**config.mk**
```make
export PLATFORM = sky130hd
export DESIGN_NAME = fdc_rate_sel
export DESIGN_NICKNAME = d
export VERILOG_FILES = /design/src/rtl/fdc_rate_pkg.sv /design/src/rtl/fdc_rate_ctrl.sv /design/src/rtl/fdc_rate_dp.sv /design/src/rtl/fdc_rate_sel.sv
export SDC_FILE = /design/constraint.sdc
export NUM_CORES = 1
export LEC_CHECK = 0
export BUFFER_PORTS_ARGS = -buffer_cell sky130_fd_sc_hd__buf_2
export CAP_MARGIN = 20
export CORE_AREA = 2 2 39 41
export DETAILED_ROUTE_END_ITERATION = 8
export DIE_AREA = 0 0 41 43
export PLACE_DENSITY = 0.75
export REMOVE_ABC_BUFFERS = 1
export SETUP_SLACK_MARGIN = 0.5
export SLEW_MARGIN = 20
export SYNTH_ARGS = -nofsm -noshare
export SYNTH_HDL_FRONTEND = slang
export SYNTH_HIERARCHICAL = 1
export SYNTH_SLANG_ARGS = --single-unit
```
**constraint.sdc**
```tcl
create_clock -name clk -period 0.85 [get_ports clk]
set_clock_uncertainty 0.05 [all_clocks]
set_input_delay 0.1275 -clock clk [delete_from_list [all_inputs] [get_ports clk]]
set_output_delay 0.1275 -clock clk [all_outputs]
set_load 0.02 [all_outputs]
```
**src/rtl/fdc_rate_pkg.sv**
```systemverilog
package fdc_rate_pkg;
  // Strobes from control to datapath
  typedef struct packed {
    logic load;   // take a full register write
    logic wake;   // leave manual low power
  } rate_strobe_t;
endpackage

```
**src/rtl/fdc_rate_ctrl.sv**
```systemverilog
module fdc_rate_ctrl
  import fdc_rate_pkg::*;
(
  input  logic         wrEn,
  input  logic         dataRegAccess,
  input  logic         statusRegAccess,
  output rate_strobe_t strobes
);
  // A write in the same cycle takes priority over the wake-up accesses
  always_comb begin
    strobes.load = wrEn;
    strobes.wake = (dataRegAccess | statusRegAccess) & ~wrEn;
  end
endmodule

```
**src/rtl/fdc_rate_dp.sv**
```systemverilog
module fdc_rate_dp
  import fdc_rate_pkg::*;
#(
  parameter int RATE_W = 2,
  parameter int PRE_W  = 3,
  parameter logic [RATE_W-1:0] RESET_RATE = 2'b10,
  localparam int DATA_W  = RATE_W + PRE_W + 3,
  localparam int RATE_N  = 1 << RATE_W,
  localparam int PRE_LSB = RATE_W,
  localparam int LP_BIT  = RATE_W + PRE_W + 1,
  localparam int SR_BIT  = RATE_W + PRE_W + 2
)(
  input  logic              clk,
  input  logic              rstN,
  input  rate_strobe_t      strobes,
  input  logic [DATA_W-1:0] wrData,
  output logic [RATE_W-1:0] rateCode,
  output logic [RATE_N-1:0] rateOneHot,
  output logic [PRE_W-1:0]  precompCode,
  output logic              lowPower,
  output logic              softResetPulse,
  output logic [DATA_W-1:0] shadowData
);
  logic [RATE_W-1:0] rateQ;
  logic [PRE_W-1:0]  preQ;
  logic              lpQ;
  logic              srQ;

  always_ff @(posedge clk or negedge rstN) begin
    if (!rstN) begin
      rateQ <= RESET_RATE;
      preQ  <= '0;
      lpQ   <= 1'b0;
      srQ   <= 1'b0;
    end else if (strobes.load) begin
      rateQ <= wrData[RATE_W-1:0];
      preQ  <= wrData[PRE_LSB +: PRE_W];
      srQ   <= wrData[SR_BIT];
      lpQ   <= wrData[LP_BIT] & ~wrData[SR_BIT];
    end else begin
      srQ <= 1'b0;
      if (strobes.wake) lpQ <= 1'b0;
    end
  end

  for (genvar i = 0; i < RATE_N; i++) begin : g_dec
    assign rateOneHot[i] = (rateQ == RATE_W'(i));
  end

  assign rateCode       = rateQ;
  assign precompCode    = preQ;
  assign lowPower       = lpQ;
  assign softResetPulse = srQ;
  assign shadowData     = {srQ, lpQ, 1'b0, preQ, rateQ};
endmodule

```
**src/rtl/fdc_rate_sel.sv**
```systemverilog
module fdc_rate_sel
  import fdc_rate_pkg::*;
#(
  parameter int RATE_W = 2,
  parameter int PRE_W  = 3,
  parameter logic [RATE_W-1:0] RESET_RATE = 2'b10,
  localparam int DATA_W = RATE_W + PRE_W + 3,
  localparam int RATE_N = 1 << RATE_W
)(
  input  logic              clk,
  input  logic              rstN,
  input  logic              wrEn,
  input  logic [DATA_W-1:0] wrData,
  input  logic              dataRegAccess,
  input  logic              statusRegAccess,
  output logic [RATE_W-1:0] rateCode,
  output logic [RATE_N-1:0] rateOneHot,
  output logic [PRE_W-1:0]  precompCode,
  output logic              lowPower,
  output logic              softResetPulse,
  output logic [DATA_W-1:0] shadowData
);
  rate_strobe_t strobes;

  fdc_rate_ctrl u_ctrl (
    .wrEn            (wrEn),
    .dataRegAccess   (dataRegAccess),
    .statusRegAccess (statusRegAccess),
    .strobes         (strobes)
  );

  fdc_rate_dp #(
    .RATE_W     (RATE_W),
    .PRE_W      (PRE_W),
    .RESET_RATE (RESET_RATE)
  ) u_dp (
    .clk            (clk),
    .rstN           (rstN),
    .strobes        (strobes),
    .wrData         (wrData),
    .rateCode       (rateCode),
    .rateOneHot     (rateOneHot),
    .precompCode    (precompCode),
    .lowPower       (lowPower),
    .softResetPulse (softResetPulse),
    .shadowData     (shadowData)
  );
endmodule

```
# --- Word-level counts from Yosys, hierarchy flattened ---
# Cells that the tools add are included.
# W data, S select, Z words.
totals:
  ff_bits: 7
  latch_bits: 0
  ram_bits: 0
  romBits: 0
  in_bits: 13
  out_inout_bits: 19
  n_memories: 0
classes:
  add_sub_neg: 0
  mul: 0
  div_mod_pow: 0
  order_cmp: 0
  eq_ne: 3
  n_shift: 0
  mux: 3
  n_bitwise: 5
  reduce_logical: 2
ops:
  columns: ["op", "n"]
  rows:
  - ["$eq A2 B2 Y1 const B", 2]
  - ["$mux W1", 3]
  - ["$and A1 B1 Y1", 2]
  - ["$eq A2 B1 Y1 const B", 1]
  - ["$logic_not A2 Y1", 1]
  - ["$not A1 Y1", 2]
  - ["$reduce_bool A2 Y1", 1]
  - ["$or A1 B1 Y1", 1]

# --- Logic depth before layout (Yosys ltp) ---
logic_depth:
  word_depth: 4
  depth_mapped: 4

# --- Hierarchy ---
# The synthesis kept the hierarchy.
modules_own_cells:
  columns: ["module", "instances", "cells_per_inst", "area_per_inst_um2", "seq_area_each_um2"]
  rows:
  - ["fdc_rate_dp", 1, 30, 374.1, 176.4]
  - ["fdc_rate_ctrl", 1, 2, 17.5, 0.0]

# --- Worst setup path before layout ---
# OpenSTA, ideal clock, no wires.
synth_path:
  kind: "reg2out"
  startpoint: "register u_dp.rateQ[1], in the netlist u_dp/rateCode[1]"
  endpoint: "output port rateOneHot[2]"
  arrival_ps: 973
  required_ps: 672
  setup_slack_ps: -300
  stages_incl_launch_ff: 2
  cell_sequence: "dfstp_2 > nor2b_1"
synth_between:
  elab_chain_cells: 1
synth_rtl:
  columns: ["item", "line", "source"]
  rows:
  - ["start: declaration", "fdc_rate_dp.sv:24", "logic [RATE_W-1:0] rateQ;"]
  - ["start signal: assignment", "fdc_rate_dp.sv:36", "rateQ <= wrData[RATE_W-1:0];"]
  - ["$eq A2 B2 Y1", "fdc_rate_dp.sv:47", "assign rateOneHot[i] = (rateQ == RATE_W'(i));"]
  - ["end: declaration", "fdc_rate_sel.sv:17", "output logic [RATE_N-1:0] rateOneHot,"]
# No other way between the ends.

# --- Worst setup path in the final report ---
# Same ends and word-level chain as after synthesis.

==> results.tsv <==
metric	value	unit
outcome	finished with violations	
failing_checks	hold timing, setup timing	
layout_commonest_cell	sky130_fd_sc_hd__buf_6	
drc_errors	0	
most-common-layout-cells	sky130_fd_sc_hd__buf_6 (16), sky130_fd_sc_hd__buf_2 (14), sky130_fd_sc_hd__buf_4 (6)	
detail_route.first_pass.iterations	1	
cts_tree	done	
worst_skew_pair_latency	240	ps
grt_setup_unrepaired	true	
hold_viol_final	7	
final_area	686	µm²
synth_sequential_area_ratio	0.450	
cts_made_buffers	3	
floorplan_die_area	0.00176	mm²
maxCapViolations	0	
power_per_cell_area	1650	mW/mm²
gpl.final_weighted_congestion	0.581	
placementRows	14	
floorplan.die.height	43	µm
clock-sinks	7	
final.period_utilization	1.50	
area_share_of_the_leading_cell_type_in_the_synthesized_netlist	0.383	
cells_taking_the_most_area_after_synthesis	sky130_fd_sc_hd__dfrtp_1 (38%), sky130_fd_sc_hd__mux2_4 (19%), sky130_fd_sc_hd__buf_4 (17%)	
antenna_found_initial	0	
via_per_inst	4.20	
cp-start-kind	register	
post_drt_wl_per_cell	10.5	µm
syn_to_final_growth	75.1	%
htree_num_levels	1	
grt_usage	0.109	
design.final.nets	77	
required	670	ps
fin_ws	-423	ps
routed-via-count	332	
post-route-min-period	1270	ps
synth.yosys.warnings	6	
cts.path.max_buffers	2	
final_slew_viol_count	0	
core_region_area	0.00138	mm²
share_of_final_layout_standard_cells_stronger_than_drive_strength_1	0.794	
timing.critical_path.arrival	1100	ps
criticalPathCategory	reg -> out	
hold-worst-slack	-344	ps
crit_fanout	7	
die_w	41	µm
initial_utilization	0.283	
globalRouteOverflowTotal	0	
routed_wl	830	µm
clk_root_buffer_cell	sky130_fd_sc_hd__clkbuf_4	
peakVddDrop	1.02	mV
ant_diodes	0	
finalSetupViolCount	22	
floorplan.io_pins	32	
syn_area	392	µm²
grt_pass1_wl	1.21	mm
worst_setup_hold_path_clk_slew	50	ps
power_leakage	0.369	nW
ant_nets	0	
n_fill_cell	133	
fmax	785	MHz
post-route-util	0.495	
hold_class	in -> async	
via_count_of_the_first_global_routing_pass	303	
synth.largest_area_cell	sky130_fd_sc_hd__dfrtp_1	
synth_area_per_cell	12.2	µm²
synth_cells	32	
post_dp_cell_area	505	µm²
synth_seq_cells	7	
synthDistinctLibCells	13	
port-buffer-count	29	
dr.first_iter.drc_count	0	
setup.worst_path.end_class	primary output	
grt_max_degree	8	
routing by layer:
layer  vias up  wire length, µm  track usage
met4         0                0            0
met5         -                0            0
met2        22              488        0.200
li1        154                -            -
met3         0               81       0.0942
met1       156              260       0.0831
worst paths after layout:
| kind | depth (start not counted) | slack [ps] | start | end |
|---|---|---|---|---|
| setup / recovery | 2 | -420 | u_dp/rateCode[1] | rateOneHot[2] |
| hold / removal | 1 | -340 | rstN | u_dp/precompCode[1] |
| setup reg to reg | 3 | -270 | u_dp/rateCode[0] | u_dp/rateCode[0] |
| hold reg to reg | 1 | 520 | u_dp/lowPower | u_dp/lowPower |
| max in group asynchronous | 1 | 870 | rstN | u_dp/rateCode[1] |
| min in group clk | 2 | 60 | wrData[0] | u_dp/rateCode[0] |
critical path, cell delays in order (launching register included):
cell	delay, ps
sky130_fd_sc_hd__dfstp_2	580
sky130_fd_sc_hd__nor2b_4	160
sky130_fd_sc_hd__buf_6	120
through the flow:
step / worst slack, ps / power [mW] / TNS, ps / cells
after floorplan: -373 / 0.567 / -1980 / 22
after global placement: -150 / 0.696 / -594 / 69
after detailed placement: -171 / 0.702 / -721 / 69
after CTS: -436 / 1.10 / -4230 / 76
after global routing: -491 / 1.23 / -5580 / 79
final: -423 / 1.13 / -4480 / 79
repair_timing:
item                       CTS  global route
setup endpoints to repair   25            24
cloned                       0             0
hold endpoints to repair     7             7
setup buffers                3             3
resized for setup           27             8
pin swaps                    1             0
synthesized netlist by cell type, drive strengths merged:
master and count:
and2 2, mux2 5, nor2b 2, conb 1, nor2 2, inv 1, dfstp 1, buf 10
a32o 1, o21ba 1, dfrtp 6
report_power, final:
| group | switching (mW) | internal [mW] | total, mW |
|---|---|---|---|
| Clock | 0.112 | 0.178 | 0.290 |
| Sequential | 0.0416 | 0.368 | 0.410 |
| Combinational | 0.183 | 0.249 | 0.431 |
| Total | 0.336 | 0.796 | 1.13 |
logic make-up (layout without fill, tap and decap cells):
group / after synthesis / after routing / share of synthesized area
mux: 5 / 5 / 0.192
simple gates: 6 / 6 / 0.0863
other cells: 1 / 1 / 0.00958
compound gates: 2 / 2 / 0.0511
flops: 7 / 7 / 0.450
buf+inv: 11 / 42 / 0.211
flip-flops by register name, indices dropped and copies added, names as in the netlist:
register             cells
u_dp/precompCode         3
u_dp/rateCode            2
u_dp/lowPower            1
u_dp/softResetPulse      1
area by class of cell:
class	instances	area [µm²]	area share
Clock buffer	4	26.3	0.0383
Inverter	1	3.75	0.00547
Multi-Input combinational cell	14	143	0.208
Sequential cell	7	178	0.259
Tap cell	16	20.0	0.0292
Timing Repair Buffer	37	315	0.460
Note: power is estimated with default switching activity, not from simulation.
